$ cat config.mk
export PLATFORM = sky130hd
export DESIGN_NAME = conv_fault_supervisor
export DESIGN_NICKNAME = d
export VERILOG_FILES = /design/src/rtl/cfs_pkg.sv /design/src/rtl/cfs_sync.sv /design/src/rtl/cfs_ouv_timer.sv /design/src/rtl/cfs_restart.sv /design/src/rtl/conv_fault_supervisor.sv
export SDC_FILE = /design/constraint.sdc
export NUM_CORES = 1
export LEC_CHECK = 0
export BUFFER_PORTS_ARGS = -buffer_cell sky130_fd_sc_hd__buf_2
export CORE_UTILIZATION = 30
export DETAILED_ROUTE_END_ITERATION = 7
export PLACE_DENSITY_LB_ADDON = 0.15
export SYNTH_ARGS = -nofsm -noshare
export SYNTH_HDL_FRONTEND = slang
export SYNTH_SLANG_ARGS = --single-unit
$ cat constraint.sdc
create_clock -name clk -period 1.8 [get_ports clk]
set_input_delay 0.18 -clock clk [delete_from_list [all_inputs] [get_ports clk]]
set_output_delay 0.18 -clock clk [all_outputs]
set_load 0.05 [all_outputs]
$ cat src/rtl/cfs_pkg.sv
// Shared definitions for the converter fault supervisor.
// Assumes: all fields are single-bit level signals sampled by one clock.
package cfs_pkg;

    // Bundle of the asynchronous level inputs, in synchroniser order.
    typedef struct packed {
        logic ref_good;
        logic vin_uv;
        logic vin_ov;
        logic enable;
        logic en_pol;
        logic oflag_main;
        logic oflag_aux;
        logic ss_low;
    } cfs_in_t;

    localparam int IN_W = $bits(cfs_in_t);

    // Shutdown request: active-low enable when pol=1, active-high when pol=0.
    function automatic logic shutdown_req(input logic pol, input logic en);
        return pol ? en : ~en;
    endfunction

endpackage

$ cat src/rtl/cfs_sync.sv
// Multi-bit level synchroniser: each bit passes through STAGES flip-flops.
// Assumes: bits are independent quasi-static levels (no bus coherency needed).
module cfs_sync #(
    parameter int W      = 8,
    parameter int STAGES = 2
) (
    input  logic         clk,
    input  logic         rst_n,
    input  logic [W-1:0] din,
    output logic [W-1:0] dout
);
    logic [STAGES-1:0][W-1:0] chain;

    // Shift the sampled vector down the stage chain.
    always_ff @(posedge clk) begin
        if (!rst_n) begin
            chain <= '0;
        end else begin
            chain[0] <= din;
            for (int i = 1; i < STAGES; i++) begin
                chain[i] <= chain[i-1];
            end
        end
    end

    assign dout = chain[STAGES-1];
endmodule

$ cat src/rtl/cfs_ouv_timer.sv
// Output-undervoltage delay timer. Counts ticks while either flag is high,
// saturates at TERM, and clears in any cycle with both flags low.
// Emits a one-cycle expire pulse on the tick that reaches TERM.
// Assumes: TERM >= 1; tick is synchronous to clk.
module cfs_ouv_timer #(
    parameter int TERM = 8,
    parameter int CW   = $clog2(TERM + 1)
) (
    input  logic          clk,
    input  logic          rst_n,
    input  logic          tick,
    input  logic          flag_main,
    input  logic          flag_aux,
    output logic [CW-1:0] count,
    output logic          any_flag,
    output logic          expire
);
    localparam logic [CW-1:0] LAST = CW'(TERM - 1);
    localparam logic [CW-1:0] TOP  = CW'(TERM);

    assign any_flag = flag_main | flag_aux;
    assign expire   = tick & any_flag & (count == LAST);

    // Advance, hold at terminal, or restart from zero.
    always_ff @(posedge clk) begin
        if (!rst_n) begin
            count <= '0;
        end else if (!any_flag) begin
            count <= '0;
        end else if (tick && count != TOP) begin
            count <= count + 1'b1;
        end
    end
endmodule

$ cat src/rtl/cfs_restart.sv
// Run latch and restart arbiter. Ordinary faults block run until they clear
// and ss_low is seen. A timer expiry latches ouv_fault and a restart lock;
// the lock opens on a full toggle of enable-good or uv-good whose final
// edge is seen with ss_low high and ouv_fault already clear.
// Assumes: all inputs are synchronised to clk.
module cfs_restart (
    input  logic clk,
    input  logic rst_n,
    input  logic ord_fault,
    input  logic en_good,
    input  logic uv_good,
    input  logic ss_ok,
    input  logic expire,
    input  logic flags_low,
    output logic run,
    output logic ouv_fault
);
    logic lock_q;
    logic en_dn_q, uv_dn_q;
    logic en_prev_q, uv_prev_q;
    logic en_rise, en_fall, uv_rise, uv_fall;
    logic unlock, blocked;

    assign en_rise = en_good & ~en_prev_q;
    assign en_fall = ~en_good & en_prev_q;
    assign uv_rise = uv_good & ~uv_prev_q;
    assign uv_fall = ~uv_good & uv_prev_q;

    assign unlock  = lock_q & ~ouv_fault & ss_ok &
                     ((en_rise & en_dn_q) | (uv_rise & uv_dn_q));
    assign blocked = ord_fault | ouv_fault | lock_q | expire;

    // Remember last level of each toggle source for edge detection.
    always_ff @(posedge clk) begin
        if (!rst_n) begin
            en_prev_q <= 1'b0;
            uv_prev_q <= 1'b0;
        end else begin
            en_prev_q <= en_good;
            uv_prev_q <= uv_good;
        end
    end

    // Latch the timeout fault; release once both flags are low together.
    always_ff @(posedge clk) begin
        if (!rst_n) begin
            ouv_fault <= 1'b0;
        end else if (expire) begin
            ouv_fault <= 1'b1;
        end else if (ouv_fault && flags_low) begin
            ouv_fault <= 1'b0;
        end
    end

    // Restart lock set by expiry, opened by a qualified toggle.
    always_ff @(posedge clk) begin
        if (!rst_n) begin
            lock_q <= 1'b0;
        end else if (expire) begin
            lock_q <= 1'b1;
        end else if (unlock) begin
            lock_q <= 1'b0;
        end
    end

    // Track the deassert half of a toggle for each source.
    always_ff @(posedge clk) begin
        if (!rst_n) begin
            en_dn_q <= 1'b0;
            uv_dn_q <= 1'b0;
        end else if (expire) begin
            en_dn_q <= 1'b0;
            uv_dn_q <= 1'b0;
        end else begin
            if (lock_q && en_fall)  en_dn_q <= 1'b1;
            else if (en_rise)       en_dn_q <= 1'b0;
            if (lock_q && uv_fall)  uv_dn_q <= 1'b1;
            else if (uv_rise)       uv_dn_q <= 1'b0;
        end
    end

    // Run latch: cleared by any block, set when soft start is discharged.
    always_ff @(posedge clk) begin
        if (!rst_n) begin
            run <= 1'b0;
        end else if (blocked) begin
            run <= 1'b0;
        end else if (ss_ok) begin
            run <= 1'b1;
        end
    end
endmodule

$ cat src/rtl/conv_fault_supervisor.sv
// Top of the converter fault supervisor. Synchronises the level inputs,
// forms the ordinary fault, runs the undervoltage timer and the restart
// arbiter. Assumes: tick is a clk-synchronous strobe; other inputs async.
module conv_fault_supervisor #(
    parameter int TERM        = 8,
    parameter int SYNC_STAGES = 2
) (
    input  logic                       clk,
    input  logic                       rst_n,
    input  logic                       tick,
    input  logic                       ref_good,
    input  logic                       vin_uv,
    input  logic                       vin_ov,
    input  logic                       enable,
    input  logic                       en_pol,
    input  logic                       oflag_main,
    input  logic                       oflag_aux,
    input  logic                       ss_low,
    output logic                       run,
    output logic                       ouv_fault,
    output logic [$clog2(TERM+1)-1:0]  timer_count
);
    import cfs_pkg::*;

    localparam int CW = $clog2(TERM + 1);

    cfs_in_t raw_in, s_in;
    logic    shut, ord_fault, en_good, uv_good, flags_low;
    logic    any_flag, expire, ss_s;

    assign raw_in = '{ref_good: ref_good, vin_uv: vin_uv, vin_ov: vin_ov,
                      enable: enable, en_pol: en_pol, oflag_main: oflag_main,
                      oflag_aux: oflag_aux, ss_low: ss_low};

    cfs_sync #(.W(IN_W), .STAGES(SYNC_STAGES)) sync_i (
        .clk  (clk),
        .rst_n(rst_n),
        .din  (raw_in),
        .dout (s_in)
    );

    assign shut      = shutdown_req(s_in.en_pol, s_in.enable);
    assign en_good   = ~shut;
    assign uv_good   = ~s_in.vin_uv;
    assign ord_fault = ~s_in.ref_good | s_in.vin_uv | s_in.vin_ov | shut;
    assign flags_low = ~s_in.oflag_main & ~s_in.oflag_aux;
    assign ss_s      = s_in.ss_low;

    cfs_ouv_timer #(.TERM(TERM), .CW(CW)) timer_i (
        .clk      (clk),
        .rst_n    (rst_n),
        .tick     (tick),
        .flag_main(s_in.oflag_main),
        .flag_aux (s_in.oflag_aux),
        .count    (timer_count),
        .any_flag (any_flag),
        .expire   (expire)
    );

    cfs_restart restart_i (
        .clk      (clk),
        .rst_n    (rst_n),
        .ord_fault(ord_fault),
        .en_good  (en_good),
        .uv_good  (uv_good),
        .ss_ok    (ss_s),
        .expire   (expire),
        .flags_low(flags_low),
        .run      (run),
        .ouv_fault(ouv_fault)
    );
endmodule

==> results.py, run 1 <==
metrics = {
    "die": {
        "num_rows": 19,
        "core_sq_um": 2830,
        "start_util": 0.327,
        "design.die.area_sq_um": 3310,
        "die_height_um": 57.6,
        "io_pins": 17,
        "die_w_um": 57.6,
    },
    "clock_tree": {
        "path_clk_slew_ps": 140,
        "cts_root_buf": "clkbuf_4",
        "clkSinkCount": 27,
        "htreeDepth": 1,
        "numCtsBuffers": 3,
        "cts_hold_buf": 0,
        "cts_resized": 0,
        "cts_buffer_depth": 2,
        "clk_latency_ps": 330,
        "cts_setup_buffers": 0,
        "cts_tree": "built",
    },
    "setup_path": {
        "required_ps": 2070,
        "timing.rr.start": "timer_i.count[0]$_SDFFE_PN0P_",
        "cp_slowest_cell": "dfxtp_1",
        "crit_path_end_kind": "register",
        "worstSetupStartpointType": "register",
        "cp.arrival_ps": 1680,
        "critPathMaxFanout": 6,
        "path_cells": "inv_1 > ha_1 > and3b_1 > or3_1 > a21oi_1",
        "r2r-end": "timer_i.count[0]$_SDFFE_PN0P_",
        "critPathMaxStageDelay_ps": 430,
        "r2r_cells": 5,
        "path_class": "reg -> reg",
        "r2r_slack_ps": 390,
    },
    "cells_and_area": {
        "diodes": 0,
        "final_common_cell": "dfxtp_1",
        "mostFrequentLayoutCells": "dfxtp_1, and2_1, buf_2",
        "num-nets-final": 123,
        "fillerInstances": 289,
        "post-route-util": 0.379,
        "syn_to_final_growth_pct": 15.7,
        "final_layout_size_suffix_gt1_frac": 0.202,
        "post-route-cell-area_sq_um": 1070,
    },
    "hold_path": {
        "min_path_type": "in -> reg",
        "min_to": "sync_i.chain[5]$_SDFF_PN0_",
        "hold_depth": 2,
        "hp-start": "vin_ov",
    },
    "synthesis": {
        "synth_ff_type": "dfxtp_1",
        "ys_top_cells_by_area": "dfxtp_1, and2_1, a21oi_1, ha_1, o21ai_0",
        "synth_nets": 103,
        "synth_top_area_frac": 0.584,
        "synth_area_leader_cell": "dfxtp_1",
        "synth_edf_count": 0,
        "synth_cell_types": 25,
        "syn_avg_cell_area_sq_um": 10.3,
        "syn_area_sq_um": 926,
        "yosys_warnings": 0,
        "synthArstFlopShare": 0,
        "syn_inst": 90,
        "ys_seq_elements": 27,
        "synth-seq-area-share": 0.584,
    },
    "global_route": {
        "grt_pass1_wl_um": 2220,
        "antenna_found_initial": 0,
        "grt_overflow_total": 0,
        "grt_max_degree": 20,
        "grt_usage": 0.0906,
        "grt_pass1_vias": 521,
    },
    "sta": {
        "rsz0062_at_grt": "false",
        "period_needed_ps": 1410,
        "period_share": 0.781,
        "worst_pin_slew_ps": 476,
        "setup_viol": 0,
        "fmax_ghz": 0.712,
        "setup-tns-final_ps": 0,
        "slew_headroom": 0.680,
        "fin_worst_skew_ps": 6.38,
        "final_max_slew_viol_count": 0,
        "hold_violations": 0,
    },
    "place": {
        "gp_congestion": 0.702,
        "port_buffers": 16,
        "postPlaceCellArea_sq_um": 1040,
        "dp_hpwl_um": 1000,
    },
    "detailed_routing": {
        "viasPerCell": 4.45,
        "drtIter0Drc": 12,
        "vias": 623,
        "first_pass_iters": 5,
        "routed_wl_um": 1380,
        "postRouteAntennaNets": 0,
        "wl_per_cell_um": 9.82,
        "drc": 1,
    },
    "outcome": {
        "status": "finished, violations left",
        "violations": "design-rule violations",
    },
    "power": {
        "p_sw_uw": 211,
        "powerDensity_nw_per_um2": 875,
        "p_seq_frac": 0.667,
        "p_int_uw": 726,
        "p_sw_frac": 0.225,
        "p_leak_uw": 0.000455,
        "combPwrFrac": 0.052,
        "vdd_ir_drop_max_uv": 518,
        "power_frac_clock": 0.281,
        "fin_total_pwr_uw": 937,
    },
    "flow_run": {
        "cap_violations": 0,
    },
}
[logic make-up after synthesis]
family | count (synthesis) | synth area share
flip-flops | 27 | 0.584
adder cells (fa/ha/maj) | 2 | 0.0270
AND/OR/NAND/NOR | 37 | 0.239
buffers and inverters | 5 | 0.0203
AO/OA/AOI/OAI | 17 | 0.111
XOR/XNOR | 2 | 0.0189
[power groups by stage]
stage / clock, uW / sequential, uW / combinational, uW
6_report: 263 / 625 / 49.1
5_1_grt: 300 / 627 / 55.7
4_1_cts: 282 / 625 / 49.9
3_5_place_dp: 0 / 638 / 49.6
3_3_place_gp: 0 / 638 / 49.0
2_1_floorplan: 0 / 639 / 28.5
[registers in the layout (all words and copies together) (netlist names)]
name and flops:
restart_i.lock_q 1, restart_i.uv_dn_q 1, restart_i.run 1, timer_i.count 4
restart_i.en_prev_q 1, sync_i.dout 8, restart_i.en_dn_q 1, restart_i.uv_prev_q 1
restart_i.ouv_fault 1, sync_i.chain 8
[synthesized netlist by cell type (2+ instances only)]
library cell / count
inv_1: 4
nand2_1: 4
dfxtp_1: 27
a21oi_1: 7
ha_1: 2
nand2b_1: 2
o21ai_0: 5
nand3_1: 2
nor2_1: 6
and2_1: 16
[worst max-delay path by stage]
| stage | start | to | depth (start not counted) | slack, ps |
|---|---|---|---|---|
| 2_1_floorplan | timer_i.count[0]$_SDFFE_PN0P_ | timer_i.count[0]$_SDFFE_PN0P_ | 5 | 150 |
| 3_3_place_gp | timer_i.count[0]$_SDFFE_PN0P_ | timer_i.count[0]$_SDFFE_PN0P_ | 5 | 480 |
| 3_5_place_dp | timer_i.count[0]$_SDFFE_PN0P_ | timer_i.count[0]$_SDFFE_PN0P_ | 5 | 410 |
| 4_1_cts | timer_i.count[0]$_SDFFE_PN0P_ | timer_i.count[0]$_SDFFE_PN0P_ | 5 | 370 |
| 5_1_grt | timer_i.count[0]$_SDFFE_PN0P_ | timer_i.count[0]$_SDFFE_PN0P_ | 5 | 280 |
| 6_report | timer_i.count[0]$_SDFFE_PN0P_ | timer_i.count[0]$_SDFFE_PN0P_ | 5 | 390 |
[stage by stage]
| step | setup WS (ps) | std cells | hold WS [ps] |
|---|---|---|---|
| floorplan | 154 | 90 | 302 |
| global placement | 475 | 136 | 385 |
| detailed placement | 411 | 136 | 388 |
| CTS | 375 | 140 | 27.0 |
| global route | 283 | 140 | 19.6 |
| finish | 395 | 140 | 44.6 |
[metal layers]
metal / vias to the layer above / global-route usage / wire (um)
met5: - / 0 / 0
met1: 268 / 0.106 / 681
met2: 11 / 0.141 / 602
met3: 5 / 0.0408 / 62
met4: 0 / 0.0418 / 27
li1: 339 / - / -
[worst max-delay path: cells and delay by family (launching register included)]
| kind | cells | cell delay (ps) |
|---|---|---|
| AND/OR/NAND/NOR | 2 | 500 |
| adder cells (fa/ha/maj) | 1 | 200 |
| flip-flops | 1 | 430 |
| AO/OA/AOI/OAI | 1 | 140 |
| buffers and inverters | 1 | 70 |
[layout make-up]
class	instances	area, sq um	share of cell area
clock buffers	3	22.5	0.0210
clock inverters	1	7.51	0.00701
inverters	4	15.0	0.0140
multi-input cells	58	367	0.342
flip-flops and latches	27	541	0.505
well taps	31	38.8	0.0362
repair buffers	16	80.1	0.0748
No activity file was read; power rests on OpenSTA's default activity.
==> run 2, diff against run 1 <==
Clock period 1.8 ns to 1.3 ns, I/O delays scaled along.
==> results.py, run 2 (synthesized netlist as in run 1, its figures left out) <==
metrics = {
    "global_route": {
        "grt_usage": 0.110,
        "grt_pass1_vias": 639,
        "grt_max_degree": 19,
        "grt_pass1_wl_um": 2690,
        "antenna_found_initial": 0,
        "grt_overflow_total": 0,
    },
    "place": {
        "gp_congestion": 0.725,
        "dp_hpwl_um": 1060,
        "postPlaceCellArea_sq_um": 1070,
        "port_buffers": 16,
    },
    "sta": {
        "holdWs_ps": 59.8,
        "setup_ws_ps": -3.60,
        "slew_headroom": 0.743,
        "fin_worst_skew_ps": 10.5,
        "setup_viol": 1,
        "fmax_ghz": 0.767,
        "rsz0062_at_grt": "true",
        "period_share": 1.00,
        "final_max_slew_viol_count": 0,
        "period_needed_ps": 1300,
        "worst_pin_slew_ps": 382,
        "hold_violations": 0,
    },
    "cells_and_area": {
        "num-nets-final": 134,
        "final_layout_size_suffix_gt1_frac": 0.300,
        "diodes": 0,
        "mostFrequentLayoutCells": "dfxtp_1, and2_1, buf_2",
        "post-route-cell-area_sq_um": 1210,
        "fillerInstances": 274,
        "final_common_cell": "dfxtp_1",
        "syn_to_final_growth_pct": 30.4,
    },
    "power": {
        "combPwrFrac": 0.075,
        "vdd_ir_drop_max_uv": 733,
        "p_sw_frac": 0.229,
        "power_frac_clock": 0.279,
        "p_leak_uw": 0.000508,
        "powerDensity_nw_per_um2": 1110,
        "p_int_uw": 1030,
        "p_seq_frac": 0.646,
        "p_sw_uw": 306,
    },
    "clock_tree": {
        "path_clk_slew_ps": 150,
        "numCtsBuffers": 3,
        "cts_tree": "built",
        "clk_latency_ps": 330,
        "cts_root_buf": "clkbuf_4",
        "clkSinkCount": 27,
        "cts_buffer_depth": 2,
        "htreeDepth": 1,
    },
    "hold_path": {
        "min_path_type": "in -> reg",
        "hp-start": "rst_n",
    },
    "detailed_routing": {
        "first_pass_iters": 6,
        "routed_wl_um": 1590,
        "drtIter0Drc": 9,
        "wl_per_cell_um": 10.5,
        "vias": 675,
        "viasPerCell": 4.47,
        "drc": 1,
        "postRouteAntennaNets": 0,
    },
    "setup_path": {
        "timing.rr.start": "timer_i.count[1]$_SDFFE_PN0P_",
        "cp.arrival_ps": 1570,
        "worstSetupStartpointType": "register",
        "critPathMaxFanout": 5,
        "crit_path_end_kind": "register",
        "required_ps": 1560,
        "path_class": "reg -> reg",
        "critPathLaunch": "timer_i.count[1]$_SDFFE_PN0P_",
    },
    "die": {
        "core_sq_um": 2830,
        "die_w_um": 57.6,
        "design.die.area_sq_um": 3310,
        "num_rows": 19,
        "start_util": 0.327,
        "die_height_um": 57.6,
        "io_pins": 17,
    },
    "outcome": {
        "status": "finished, violations left",
        "violations": "design-rule violations, negative setup slack",
    },
    "flow_run": {
        "cap_violations": 0,
    },
}
[run 2: cell types whose count changed in the layout (fill, tap and decap cells not counted), sizes merged]
cell	change
clkinvlp	-1
buf	+3
dlygate4sd3	+8
inv	+1
[run 2: cell type report]
type	instances	area, sq um	share of cell area
inverters	4	15.0	0.0124
well taps	31	38.8	0.0321
clock inverters	1	6.26	0.00518
clock buffers	3	22.5	0.0187
flip-flops and latches	27	551	0.456
repair buffers	27	183	0.151
multi-input cells	58	392	0.324
[run 2: routing by layer]
layer  part of all wire  global-route usage  vias up
met1               0.48               0.133      301
met5                  0                   0        -
met2               0.48               0.178        9
met4              0.011              0.0732        0
li1                   -                   -      363
met3              0.026              0.0204        2
[run 2: timing repair]
action	CTS	global route
gates resized for setup	0	5
hold buffers	8	0
hold endpoints to repair	8	0
setup endpoints to repair	1	2
buffers inserted	1	0
pin swaps	1	1
[run 2: worst paths after layout]
kind | cells after the start | endpoint | slack [ps]
hold / removal | 3 | restart_i.uv_prev_q$_SDFF_PN0_ | 60
hold reg to reg | 2 | restart_i.run$_SDFFE_PP0P_ | 440
setup / recovery | 5 | timer_i.count[0]$_SDFFE_PN0P_ | -4
setup reg to reg | 5 | timer_i.count[0]$_SDFFE_PN0P_ | -4
[run 2: per-stage QoR]
stage	setup TNS, ps	setup slack (ps)	power (uW)	cells	util
2_1_floorplan	-8.36	-8.36	922	90	-
3_3_place_gp	0	43.2	954	138	0.378
3_5_place_dp	0	16.9	958	138	0.378
4_1_cts	0	4.52	1360	151	0.419
5_1_grt	-82.9	-64.2	1410	151	0.427
6_report	-3.60	-3.60	1330	151	0.427
[run 2: critical path: stages, from the launching register on]
cell	delay, ps
dfxtp_4	400
inv_2	50
ha_4	150
and3b_2	210
or3_4	330
a21oi_2	110
[run 2: power by group through the flow]
stage / Sequential (uW) / Combinational [uW] / Clock, uW
after global placement: 881 / 73.9 / 0
final: 863 / 99.6 / 372
after CTS: 863 / 96.7 / 396
after floorplan: 882 / 39.7 / 0
after global routing: 866 / 112 / 434
after detailed placement: 881 / 76.4 / 0
